`config.mk`:
```
export PLATFORM = sky130hd
export DESIGN_NAME = rhf_reset_qualifier
export DESIGN_NICKNAME = d
export VERILOG_FILES = /design/src/rtl/rhf_pkg.sv /design/src/rtl/rhf_sync.sv /design/src/rtl/rhf_glitch_filter.sv /design/src/rtl/rhf_span_counter.sv /design/src/rtl/rhf_reset_qualifier.sv
export SDC_FILE = /design/constraint.sdc
export NUM_CORES = 1
export LEC_CHECK = 0
export BUFFER_PORTS_ARGS = -buffer_cell sky130_fd_sc_hd__buf_2
export CAP_MARGIN = 10
export CORE_ASPECT_RATIO = 1.75
export CORE_MARGIN = 4
export CORE_UTILIZATION = 52
export DETAILED_ROUTE_END_ITERATION = 8
export PLACE_DENSITY = 0.77
export SYNTH_ARGS = -nofsm -noshare
export SYNTH_HDL_FRONTEND = slang
export SYNTH_SLANG_ARGS = --single-unit
```
`constraint.sdc`:
```
create_clock -name clk -period 2.25 [get_ports clk]
set_input_delay 0.3375 -clock clk [delete_from_list [all_inputs] [get_ports clk]]
set_output_delay 0.3375 -clock clk [all_outputs]
set_load 0.01 [all_outputs]
```
`src/rtl/rhf_pkg.sv`:
```
package rhf_pkg;

    // Events produced by the width qualifier in one reference cycle.
    typedef struct packed {
        logic level;   // committed filtered level
        logic rise;    // committed 0->1 this cycle
        logic fall;    // committed 1->0 this cycle
    } rhf_filt_t;

    // Reference cycles covering a span given in ns, rounded up.
    function automatic int unsigned span_cycles(input longint unsigned span_ns,
                                                input longint unsigned period_ps);
        longint unsigned total_ps;
        total_ps = span_ns * 64'd1000;
        return int'((total_ps + period_ps - 64'd1) / period_ps);
    endfunction

    // Counter width able to hold values 0..limit.
    function automatic int unsigned cnt_width(input int unsigned limit);
        return (limit < 2) ? 1 : $clog2(limit + 1);
    endfunction

endpackage

```
`src/rtl/rhf_sync.sv`:
```
module rhf_sync #(
    parameter int unsigned STAGES = 2
) (
    input  logic clk,
    input  logic rst,
    input  logic d,
    output logic q
);
    logic [STAGES-1:0] chain;

    generate
        if (STAGES == 1) begin : g_single
            always_ff @(posedge clk) begin
                if (rst) chain <= '0;
                else     chain <= d;
            end
        end else begin : g_multi
            always_ff @(posedge clk) begin
                if (rst) chain <= '0;
                else     chain <= {chain[STAGES-2:0], d};
            end
        end
    endgenerate

    assign q = chain[STAGES-1];
endmodule

```
`src/rtl/rhf_glitch_filter.sv`:
```
module rhf_glitch_filter
    import rhf_pkg::*;
#(
    parameter int unsigned FILT_CYCLES = 16
) (
    input  logic      clk,
    input  logic      rst,
    input  logic      din,
    output rhf_filt_t ev
);
    localparam int unsigned CW = cnt_width(FILT_CYCLES);

    logic [CW-1:0] run_cnt;
    rhf_filt_t     st;

    always_ff @(posedge clk) begin
        if (rst) begin
            run_cnt <= '0;
            st      <= '0;
        end else begin
            st.rise <= 1'b0;
            st.fall <= 1'b0;
            if (din == st.level) begin
                run_cnt <= '0;
            end else if (run_cnt == CW'(FILT_CYCLES - 1)) begin
                run_cnt  <= '0;
                st.level <= din;
                st.rise  <= din;
                st.fall  <= ~din;
            end else begin
                run_cnt <= run_cnt + 1'b1;
            end
        end
    end

    assign ev = st;
endmodule

```
`src/rtl/rhf_span_counter.sv`:
```
module rhf_span_counter
    import rhf_pkg::*;
#(
    parameter int unsigned LIMIT = 74
) (
    input  logic clk,
    input  logic rst,
    input  logic start,
    input  logic abort,
    input  logic en,
    output logic done
);
    localparam int unsigned CW = cnt_width(LIMIT);

    logic [CW-1:0] cnt;
    logic          armed;

    always_ff @(posedge clk) begin
        if (rst || abort) begin
            cnt   <= '0;
            armed <= 1'b0;
            done  <= 1'b0;
        end else if (start) begin
            cnt   <= '0;
            armed <= 1'b1;
            done  <= 1'b0;
        end else if (armed && en && !done) begin
            if (cnt == CW'(LIMIT - 1)) done <= 1'b1;
            else                       cnt  <= cnt + 1'b1;
        end
    end
endmodule

```
`src/rtl/rhf_reset_qualifier.sv`:
```
module rhf_reset_qualifier
    import rhf_pkg::*;
#(
    parameter int unsigned REF_PERIOD_PS = 4000,
    parameter int unsigned FILT_CYCLES   = 16,
    parameter int unsigned HOLDOFF_NS    = 200000,
    parameter int unsigned MIN_BUS_EDGES = 74,
    parameter int unsigned SYNC_STAGES   = 2
) (
    input  logic clk,
    input  logic rst,
    input  logic rst_n_in,
    input  logic bus_clk,
    output logic filt_rst_n,
    output logic rst_start,
    output logic cmd_ready
);
    localparam int unsigned HOLDOFF_CYC = span_cycles(HOLDOFF_NS, REF_PERIOD_PS);

    logic      rst_sync;
    logic      bus_sync;
    logic      bus_prev;
    logic      bus_rise;
    logic      timer_done;
    logic      edges_done;
    rhf_filt_t fev;

    rhf_sync #(.STAGES(SYNC_STAGES)) u_rst_sync (
        .clk(clk), .rst(rst), .d(rst_n_in), .q(rst_sync)
    );

    rhf_sync #(.STAGES(SYNC_STAGES)) u_bus_sync (
        .clk(clk), .rst(rst), .d(bus_clk), .q(bus_sync)
    );

    always_ff @(posedge clk) begin
        if (rst) bus_prev <= 1'b0;
        else     bus_prev <= bus_sync;
    end
    assign bus_rise = bus_sync & ~bus_prev;

    rhf_glitch_filter #(.FILT_CYCLES(FILT_CYCLES)) u_filt (
        .clk(clk), .rst(rst), .din(rst_sync), .ev(fev)
    );

    rhf_span_counter #(.LIMIT(HOLDOFF_CYC)) u_holdoff (
        .clk(clk), .rst(rst), .start(fev.rise), .abort(fev.fall),
        .en(1'b1), .done(timer_done)
    );

    rhf_span_counter #(.LIMIT(MIN_BUS_EDGES)) u_bus_edges (
        .clk(clk), .rst(rst), .start(fev.rise), .abort(fev.fall),
        .en(bus_rise), .done(edges_done)
    );

    assign filt_rst_n = fev.level;
    assign rst_start  = fev.rise;
    assign cmd_ready  = fev.level & timer_done & edges_done;
endmodule

```
==> impl_metrics.py, run 1 <==
metrics = {
    "worst_setup_path": {
        "path_class": "flip-flop to flip-flop",
        "critical_path.max_fanout": 6,
        "critPathTopFamily": "simple AND/OR/NAND/NOR gates",
        "end_kind": "flip-flop",
        "arrival_ns": 2.09,
        "cpMaxStageDelayCell": "nor4_1",
        "cp-start-kind": "flip-flop",
        "path_cells": "ha_1 -> nand3_1 -> nor4_1 -> a31oi_1 -> a41o_1",
        "cpPeakStageDelay_ns": 0.54,
        "path_buf_inv": 0,
        "worstPathRequired_ns": 2.43,
    },
    "global_route": {
        "met3_usage_pct": 4.31,
        "top_usage_layer": "met2",
        "antenna_found_initial": 0,
        "grt_use_met1_pct": 16.4,
        "grt_usage_pct": 17.2,
        "grt_pass1_wl_mm": 5.61,
        "grt_pass1_vias": 1344,
        "grt.overflow.total": 0,
        "grt_max_degree": 24,
        "grt_util_met2_pct": 30.2,
    },
    "timing": {
        "period_needed_ns": 1.91,
        "finalSetupTns_ns": 0,
        "period_share_pct": 85.0,
        "clock_skew_ns": 0.00327,
        "slew_headroom_pct": 47.7,
        "hold_viol": 0,
        "maxSlewViolCount": 0,
        "final.setup.worst_slack_ns": 0.338,
        "worst_hold_slack_ns": 0.265,
        "rsz0062_at_grt": "false",
        "max_clock_freq_mhz": 523,
        "tightest_slew_ns": 0.785,
        "setup_viol": 0,
    },
    "clock_tree": {
        "post_cts_buffers": 0,
        "postCtsResizedCells": 0,
        "clock-sinks": 39,
        "clkLatencyLatePin_ns": 0.28,
        "cts_hold_buf": 0,
        "h-tree-depth": 2,
        "clkTransAtPathRegs_ns": 0.07,
        "cts_made_buffers": 5,
        "cts-root-buf": "clkbuf_8",
        "tritoncts": "done",
        "cts_buffer_depth": 2,
    },
    "cells_and_area": {
        "layout.nets": 197,
        "syn_to_final_growth_pct": 8.96,
        "n_fill_cell": 271,
        "fin_util_pct": 58.1,
        "drive_above_1_share_pct": 10.1,
        "multi_input_area_um2": 855,
        "diodes": 0,
        "seq_area_um2": 781,
    },
    "floorplan": {
        "coreArea_um2": 3140,
        "start_util_pct": 53.4,
        "die_y_um": 83.1,
        "die_w_um": 50.9,
        "row_count": 27,
        "ios": 7,
        "dieArea_um2": 4230,
    },
    "routing": {
        "ant_nets": 0,
        "via_count": 1352,
        "vias_per_cell": 5.83,
        "wire_per_inst_um": 14.2,
        "drc": 0,
        "routed_wl_mm": 3.28,
        "drtIter0Drc": 35,
        "firstDrtPassIters": 4,
    },
    "yosys": {
        "synth_cell_types": 39,
        "synthTopCellsByCount": "dfxtp_1, nor2_1",
        "syn_avg_cell_area_um2": 9.37,
        "yosys-top-cells-area": "dfxtp_1, nor2_1, xor2_1, ha_1, xnor2_1",
        "netlist_instances": 179,
        "yosysTopAreaCell": "dfxtp_1",
        "synth-edff-count": 0,
        "synthesis.nets": 188,
        "synth_ff_type": "dfxtp_1",
        "yosys_warnings": 0,
        "ys_ff_latch": 39,
        "async_flop_share_pct": 0,
        "yosysMostFrequentCell": "dfxtp_1",
        "netlist_area_um2": 1680,
        "synth-seq-area-share_pct": 46.6,
        "synth_top_area_share_pct": 46.6,
    },
    "place": {
        "gp_congestion": 0.837,
        "place_ws_ns": 0.371,
        "hpwlAfterDp_mm": 2.36,
        "io_buffers": 6,
    },
    "power_and_ir_drop": {
        "p_total_mw": 1.16,
        "switching_share_pct": 21.1,
        "clkPwrFrac_pct": 38.3,
        "peakVddDrop_mv": 0.500,
        "intPower_mw": 0.917,
        "power_frac_seq_pct": 60.0,
        "leakage_nw": 0.642,
        "power_density_nw_per_um2": 636,
        "p_comb_share_pct": 1.7,
        "switchingPower_mw": 0.246,
    },
    "min_path": {
        "hp-class": "primary input to flip-flop",
    },
    "flow_run": {
        "maxCapViolCount": 0,
    },
    "run_status": {
        "status": "completed",
    },
}
-- placed cells by master (no fill, tap or decap), drive strengths merged, types with 2 or more instances in the layout --
master / netlist / layout
nand2b: 2 / 2
ha: 5 / 5
inv: 4 / 4
nor2: 24 / 24
nand4: 8 / 8
nand2: 8 / 8
nor4: 4 / 4
nor3: 6 / 6
a31oi: 3 / 3
a21oi: 8 / 8
o31ai: 2 / 2
nand3: 6 / 6
nor2b: 6 / 6
and3: 5 / 5
clkbuf: 4 / 6
or3: 5 / 5
mux2i: 2 / 2
xnor2: 6 / 6
o21ai: 4 / 4
buf: 1 / 7
or4: 4 / 4
dfxtp: 39 / 39
nor4bb: 2 / 2
xor2: 8 / 8
-- worst paths after layout --
path / depth (start not counted) / endpoint / from / slack (ns)
min reg2reg: 1 / u_rst_sync.chain[1] / u_rst_sync.chain[0] / 0.45
max: 5 / u_holdoff.cnt[14] / u_holdoff.cnt[0] / 0.34
max reg2reg: 5 / u_holdoff.cnt[14] / u_holdoff.cnt[0] / 0.34
min: 2 / u_rst_sync.chain[0] / rst_n_in / 0.27
-- through the flow --
| stage | cells | area, um2 |
|---|---|---|
| after global routing | 232 | 1830 |
| final | 232 | 1830 |
| after CTS | 232 | 1830 |
| after detailed placement | 224 | 1740 |
| after floorplan | 179 | 1680 |
| after global placement | 224 | 1740 |
-- area by class of cell --
class	instances	area share [%]
repair buffers	7	2.05
multi-input cells	131	46.8
clock buffers	6	3.97
flip-flops and latches	39	42.7
inverters	4	0.822
clock inverters	2	0.685
well taps	43	2.95
-- cell families (layout without fill, tap and decap cells) --
family                     count (synthesis)  count (layout)  share of synthesized area (%)
DFF                                       39              39                           46.6
buffers and inverters                      9              19                           2.46
AOI/OAI and AO/OA                         23              23                           8.66
xor gates and xnor gates                  14              14                           7.31
and+or+nand+nor                           87              87                           30.1
adders and majority gates                  5               5                           3.73
muxes                                      2               2                           1.19
-- sequential cells by signal (all words and copies together), names as in the netlist --
register	count
bus_prev	1
u_bus_edges.cnt	7
u_holdoff.done	1
u_rst_sync.chain	2
u_bus_edges.armed	1
u_bus_sync.chain	2
u_filt.run_cnt	5
u_filt.ev	3
u_holdoff.cnt	16
u_bus_edges.done	1
-- power groups by stage --
stage / registers [mW] / logic, mW / clock network, mW
global placement: 0.713 / 0.0192 / 0
finish: 0.697 / 0.0197 / 0.446
CTS: 0.697 / 0.0200 / 0.457
detailed placement: 0.713 / 0.0202 / 0
floorplan: 0.712 / 0.0147 / 0
global route: 0.697 / 0.0226 / 0.485
-- worst register-to-register path: cells and delay by family (launching register included) --
| kind | cells | cell delay (ns) |
|---|---|---|
| and+or+nand+nor | 2 | 0.76 |
| DFF | 1 | 0.42 |
| AOI/OAI and AO/OA | 2 | 0.38 |
| adders and majority gates | 1 | 0.24 |
-- routing by layer --
layer | vias up | share of wire, %
met2 | 32 | 53
met4 | 0 | 3.9
met5 | - | 0
li1 | 663 | -
met3 | 10 | 3.5
met1 | 647 | 39
Power figures use the tool's default switching activity.
==> inputs of run 2 (changes only) <==
- clock period: 2.25 -> 1.8 ns (I/O delays scaled with it)
==> run 2 against run 1 <==
Effect of this change: sequential cell count stayed put; sequential share of layout area decreased by 3.5 points; critical path depth rose by 2; utilization rose by 5.5 points; total power increased by 50%; first-iteration DRC count is 14% higher; via count is 4.1% higher; critical path type unchanged; critical endpoint is now u_holdoff.cnt[7]; largest power group unchanged.
==> impl_metrics.py, run 2 (same netlist as run 1, synthesis figures left out) <==
metrics = {
    "run_status": {
        "status": "completed",
    },
    "worst_setup_path": {
        "end_kind": "flip-flop",
        "reg2reg_depth": 7,
        "path_class": "flip-flop to flip-flop",
        "r2r_setup_slack_ns": 0.07,
        "worstPathRequired_ns": 2.02,
        "critical_path.max_fanout": 7,
        "cp-start-kind": "flip-flop",
        "arrival_ns": 1.95,
    },
    "clock_tree": {
        "cts_buffer_depth": 2,
        "clock-sinks": 39,
        "cts-root-buf": "clkbuf_8",
        "cts_made_buffers": 5,
        "clkLatencyLatePin_ns": 0.29,
        "clkTransAtPathRegs_ns": 0.08,
        "tritoncts": "done",
        "h-tree-depth": 2,
    },
    "flow_run": {
        "maxCapViolCount": 0,
    },
    "cells_and_area": {
        "largest_register_ff_count": 16,
        "layout.nets": 212,
        "fin_area_um2": 2000,
        "reg_top3": "u_holdoff.cnt (16), u_bus_edges.cnt (7), u_filt.run_cnt (5)",
        "diodes": 0,
        "mostFrequentLayoutCell": "dfxtp_1",
        "fin_cells": 247,
        "most-common-layout-cells": "dfxtp_1, nor2_1, buf_4",
        "syn_to_final_growth_pct": 19.2,
        "n_fill_cell": 262,
        "regMostFlops": "u_holdoff.cnt",
        "drive_above_1_share_pct": 19.1,
        "fin_util_pct": 63.6,
        "multi_input_area_um2": 862,
        "seq_area_um2": 785,
    },
    "timing": {
        "hold_viol": 0,
        "setup_viol": 0,
        "rsz0062_at_grt": "false",
        "finalSetupTns_ns": 0,
        "clock_skew_ns": 0.00813,
        "maxSlewViolCount": 0,
        "period_needed_ns": 1.73,
        "tightest_slew_ns": 0.402,
        "max_clock_freq_mhz": 580,
        "slew_headroom_pct": 73.0,
        "period_share_pct": 95.9,
    },
    "power_and_ir_drop": {
        "peakVddDrop_mv": 0.709,
        "switching_share_pct": 17.8,
        "switchingPower_mw": 0.309,
        "power_frac_seq_pct": 50.0,
        "power_density_nw_per_um2": 872,
        "leakage_nw": 0.742,
        "p_comb_share_pct": 1.6,
        "intPower_mw": 1.43,
        "clkPwrFrac_pct": 48.4,
    },
    "floorplan": {
        "die_y_um": 83.1,
        "coreArea_um2": 3140,
        "start_util_pct": 53.4,
        "die_w_um": 50.9,
        "row_count": 27,
        "ios": 7,
        "dieArea_um2": 4230,
    },
    "routing": {
        "routed_wl_mm": 3.52,
        "firstDrtPassIters": 4,
        "via_count": 1407,
        "drc": 0,
        "ant_nets": 0,
        "wire_per_inst_um": 14.2,
        "vias_per_cell": 5.70,
        "drtIter0Drc": 40,
    },
    "global_route": {
        "grt_pass1_vias": 1377,
        "grt_usage_pct": 18.2,
        "antenna_found_initial": 0,
        "grt_max_degree": 24,
        "grt_pass1_wl_mm": 5.88,
        "grt.overflow.total": 0,
    },
    "place": {
        "hpwlAfterDp_mm": 2.60,
        "placed_area_um2": 1850,
        "gp_congestion": 1.03,
        "io_buffers": 6,
        "dp.cells": 238,
    },
    "min_path": {
        "hold_depth": 2,
        "hp-class": "primary input to flip-flop",
    },
}
[run 2: power groups by stage]
stage / Sequential [mW] / Clock (mW) / Combinational, mW
2_1_floorplan: 0.890 / 0 / 0.0184
3_3_place_gp: 0.890 / 0 / 0.0274
3_5_place_dp: 0.890 / 0 / 0.0286
4_1_cts: 0.870 / 0.863 / 0.0286
6_report: 0.871 / 0.843 / 0.0283
5_1_grt: 0.871 / 0.903 / 0.0317
[run 2: worst paths after layout]
kind | start | end
setup / recovery | u_holdoff.cnt[0] | u_holdoff.cnt[7]
hold / removal | bus_clk | u_bus_sync.chain[0]
setup reg to reg | u_holdoff.cnt[0] | u_holdoff.cnt[7]
hold reg to reg | u_bus_sync.chain[0] | u_bus_sync.chain[1]
[run 2: critical path: stages, from the launching register on]
cell	delay, ns
dfxtp_2	0.35
ha_2	0.21
nand3_2	0.13
buf_4	0.14
nor4_4	0.04
buf_4	0.16
or4_1	0.47
a21oi_1	0.15
[run 2: layer usage]
layer  up-vias  track usage [%]  part of all wire [%]
li1        691                -                     -
met4         0             11.8                   4.1
met2        45             32.5                    55
met3        15             3.41                   3.7
met1       656             18.1                    37
met5         -                0                     0
[run 2: cell type report]
cell class / count / area share (%)
multi-input cells: 131 / 43.1
repair buffers: 22 / 7.51
inverters: 4 / 0.751
well taps: 43 / 2.69
clock buffers: 6 / 3.63
clock inverters: 2 / 3.01
flip-flops and latches: 39 / 39.3
[run 2: stage by stage]
| stage | hold WS, ns | power [mW] | setup WS (ns) |
|---|---|---|---|
| 2_1_floorplan | 0.398 | 0.908 | 0.141 |
| 3_3_place_gp | 0.427 | 0.917 | 0.149 |
| 3_5_place_dp | 0.437 | 0.919 | 0.0922 |
| 4_1_cts | 0.184 | 1.76 | 0.0451 |
| 5_1_grt | 0.203 | 1.81 | 0.0236 |
| 6_report | 0.189 | 1.74 | 0.0746 |
[run 2: what timing repair did]
action                                  CTS  global route
resized for setup                         0             6
setup buffers                             0             1
endpoints found under the hold margin     0             0
endpoints found under the setup margin    0             6
hold buffers                              0             0
==> inputs of run 3 (changes only) <==
- CORE_UTILIZATION: 52 -> 35
- PLACE_DENSITY: 0.77 -> 0.58
==> run 3 against run 2 <==
Effect of this change: critical path depth decreased by 3; cell count increased by 3.6%; clock skew decreased by 0.00077 ns; sequential power about the same; first-iteration DRC count decreased by 63%; register-to-register slack about the same; fmax decreased by 0.14%; cell area unchanged; count of clock-buffer cells in the layout unchanged; worst setup slack got worse by 0.0023 ns; clock power increased by 2%; sequential share of layout area decreased by 0.19 points.
==> impl_metrics.py, run 3 (same netlist as run 1, synthesis figures left out) <==
metrics = {
    "power_and_ir_drop": {
        "leakage_nw": 0.744,
        "p_total_mw": 1.75,
        "power_density_nw_per_um2": 878,
        "peakVddDrop_mv": 0.874,
    },
    "timing": {
        "hold_viol": 0,
        "tightest_slew_ns": 0.550,
        "setup_viol": 0,
        "rsz0062_at_grt": "true",
        "period_share_pct": 96.0,
        "worst_hold_slack_ns": 0.194,
        "period_needed_ns": 1.73,
        "finalSetupTns_ns": 0,
        "max_clock_freq_mhz": 579,
        "maxSlewViolCount": 0,
        "clock_skew_ns": 0.00737,
        "slew_headroom_pct": 63.1,
    },
    "cells_and_area": {
        "diodes": 0,
        "reg_top3": "u_holdoff.cnt (16), u_bus_edges.cnt (7), u_filt.run_cnt (5)",
        "largest_register_ff_count": 16,
        "drive_above_1_share_pct": 16.7,
        "layout.nets": 212,
        "fin_cells": 256,
        "syn_to_final_growth_pct": 19.2,
        "most-common-layout-cells": "dfxtp_1, nor2_1, buf_4",
        "mostFrequentLayoutCell": "dfxtp_1",
        "regMostFlops": "u_holdoff.cnt",
    },
    "floorplan": {
        "ios": 7,
        "dieArea_um2": 6010,
        "coreArea_um2": 4670,
        "row_count": 33,
        "start_util_pct": 35.9,
        "die_w_um": 60.3,
        "die_y_um": 99.6,
    },
    "routing": {
        "ant_nets": 0,
        "firstDrtPassIters": 4,
        "wire_per_inst_um": 13.2,
        "drtIter0Drc": 15,
        "routed_wl_mm": 3.39,
        "vias_per_cell": 5.30,
        "drc": 0,
        "via_count": 1357,
    },
    "clock_tree": {
        "clkTransAtPathRegs_ns": 0.08,
        "tritoncts": "done",
        "post_cts_buffers": 0,
        "postCtsResizedCells": 0,
        "cts_buffer_depth": 2,
        "cts_hold_buf": 0,
        "clock-sinks": 39,
        "h-tree-depth": 2,
        "cts-root-buf": "clkbuf_8",
        "cts_made_buffers": 5,
        "clkLatencyLatePin_ns": 0.29,
    },
    "min_path": {
        "hp-class": "primary input to flip-flop",
    },
    "global_route": {
        "grt_max_degree": 17,
        "grt.overflow.total": 0,
        "grt_pass1_wl_mm": 6.01,
        "grt_usage_pct": 13.3,
        "antenna_found_initial": 0,
        "grt_pass1_vias": 1331,
    },
    "worst_setup_path": {
        "end_kind": "flip-flop",
        "cpPeakStageDelay_ns": 0.56,
        "critical_path.max_fanout": 8,
        "cpMaxStageDelayCell": "or4_4",
        "path_class": "flip-flop to flip-flop",
        "worstPathRequired_ns": 1.97,
        "cp-start-kind": "flip-flop",
        "arrival_ns": 1.90,
        "path_buf_inv": 0,
        "path_cells": "or4_4 -> nor4_4 -> nor4_1 -> mux2i_1",
        "critPathTopFamily": "simple AND/OR/NAND/NOR gates",
    },
    "place": {
        "gp_congestion": 0.768,
        "hpwlAfterDp_mm": 2.53,
        "io_buffers": 6,
        "dp.cells": 248,
    },
    "run_status": {
        "status": "completed",
    },
    "flow_run": {
        "maxCapViolCount": 0,
    },
}
-- run 3: metal layers --
layer	wire [um]	GRT usage (%)
met1	1320	13.4
met2	1900	23.8
met3	84	3.51
met4	82	7.17
met5	0	0
-- run 3: final timing paths --
kind                              end  depth (start not counted)  slack, ns           startpoint
setup / recovery     u_holdoff.cnt[9]                          4       0.07     u_holdoff.cnt[7]
hold / removal    u_bus_sync.chain[0]                          2       0.19              bus_clk
setup reg to reg     u_holdoff.cnt[9]                          4       0.07     u_holdoff.cnt[7]
hold reg to reg   u_bus_sync.chain[1]                          1       0.44  u_bus_sync.chain[0]
-- run 3: per-stage QoR --
stage / area, um2 / setup slack (ns) / util, %
final: 2000 / 0.0723 / 42.8
after global routing: 2000 / -0.0254 / 42.8
after CTS: 2000 / 0.0673 / 42.8
after detailed placement: 1870 / 0.0757 / 40.0
after global placement: 1870 / 0.104 / 40.0
after floorplan: 1680 / 0.141 / -
-- run 3: area by class of cell --
type / instances / area, um2
Fill cell: 474 / 2670
Multi-Input combinational cell: 131 / 855
Sequential cell: 39 / 781
Timing Repair Buffer: 22 / 150
Clock buffer: 6 / 72.6
Tap cell: 52 / 65.1
Clock inverter: 2 / 60.1
Inverter: 4 / 15.0
-- run 3: worst reg2reg max path, delay by kind of cell, from the launching register on --
family | cells | cell delay (ns)
AND/OR/NAND/NOR | 3 | 1.14
flip-flops | 1 | 0.35
multiplexers | 1 | 0.13
-- run 3: power breakdown --
| part | switching [mW] | internal (mW) | total (mW) |
|---|---|---|---|
| logic | 0.0173 | 0.00931 | 0.0266 |
| clock network | 0.304 | 0.554 | 0.858 |
| registers | 0.00266 | 0.867 | 0.870 |
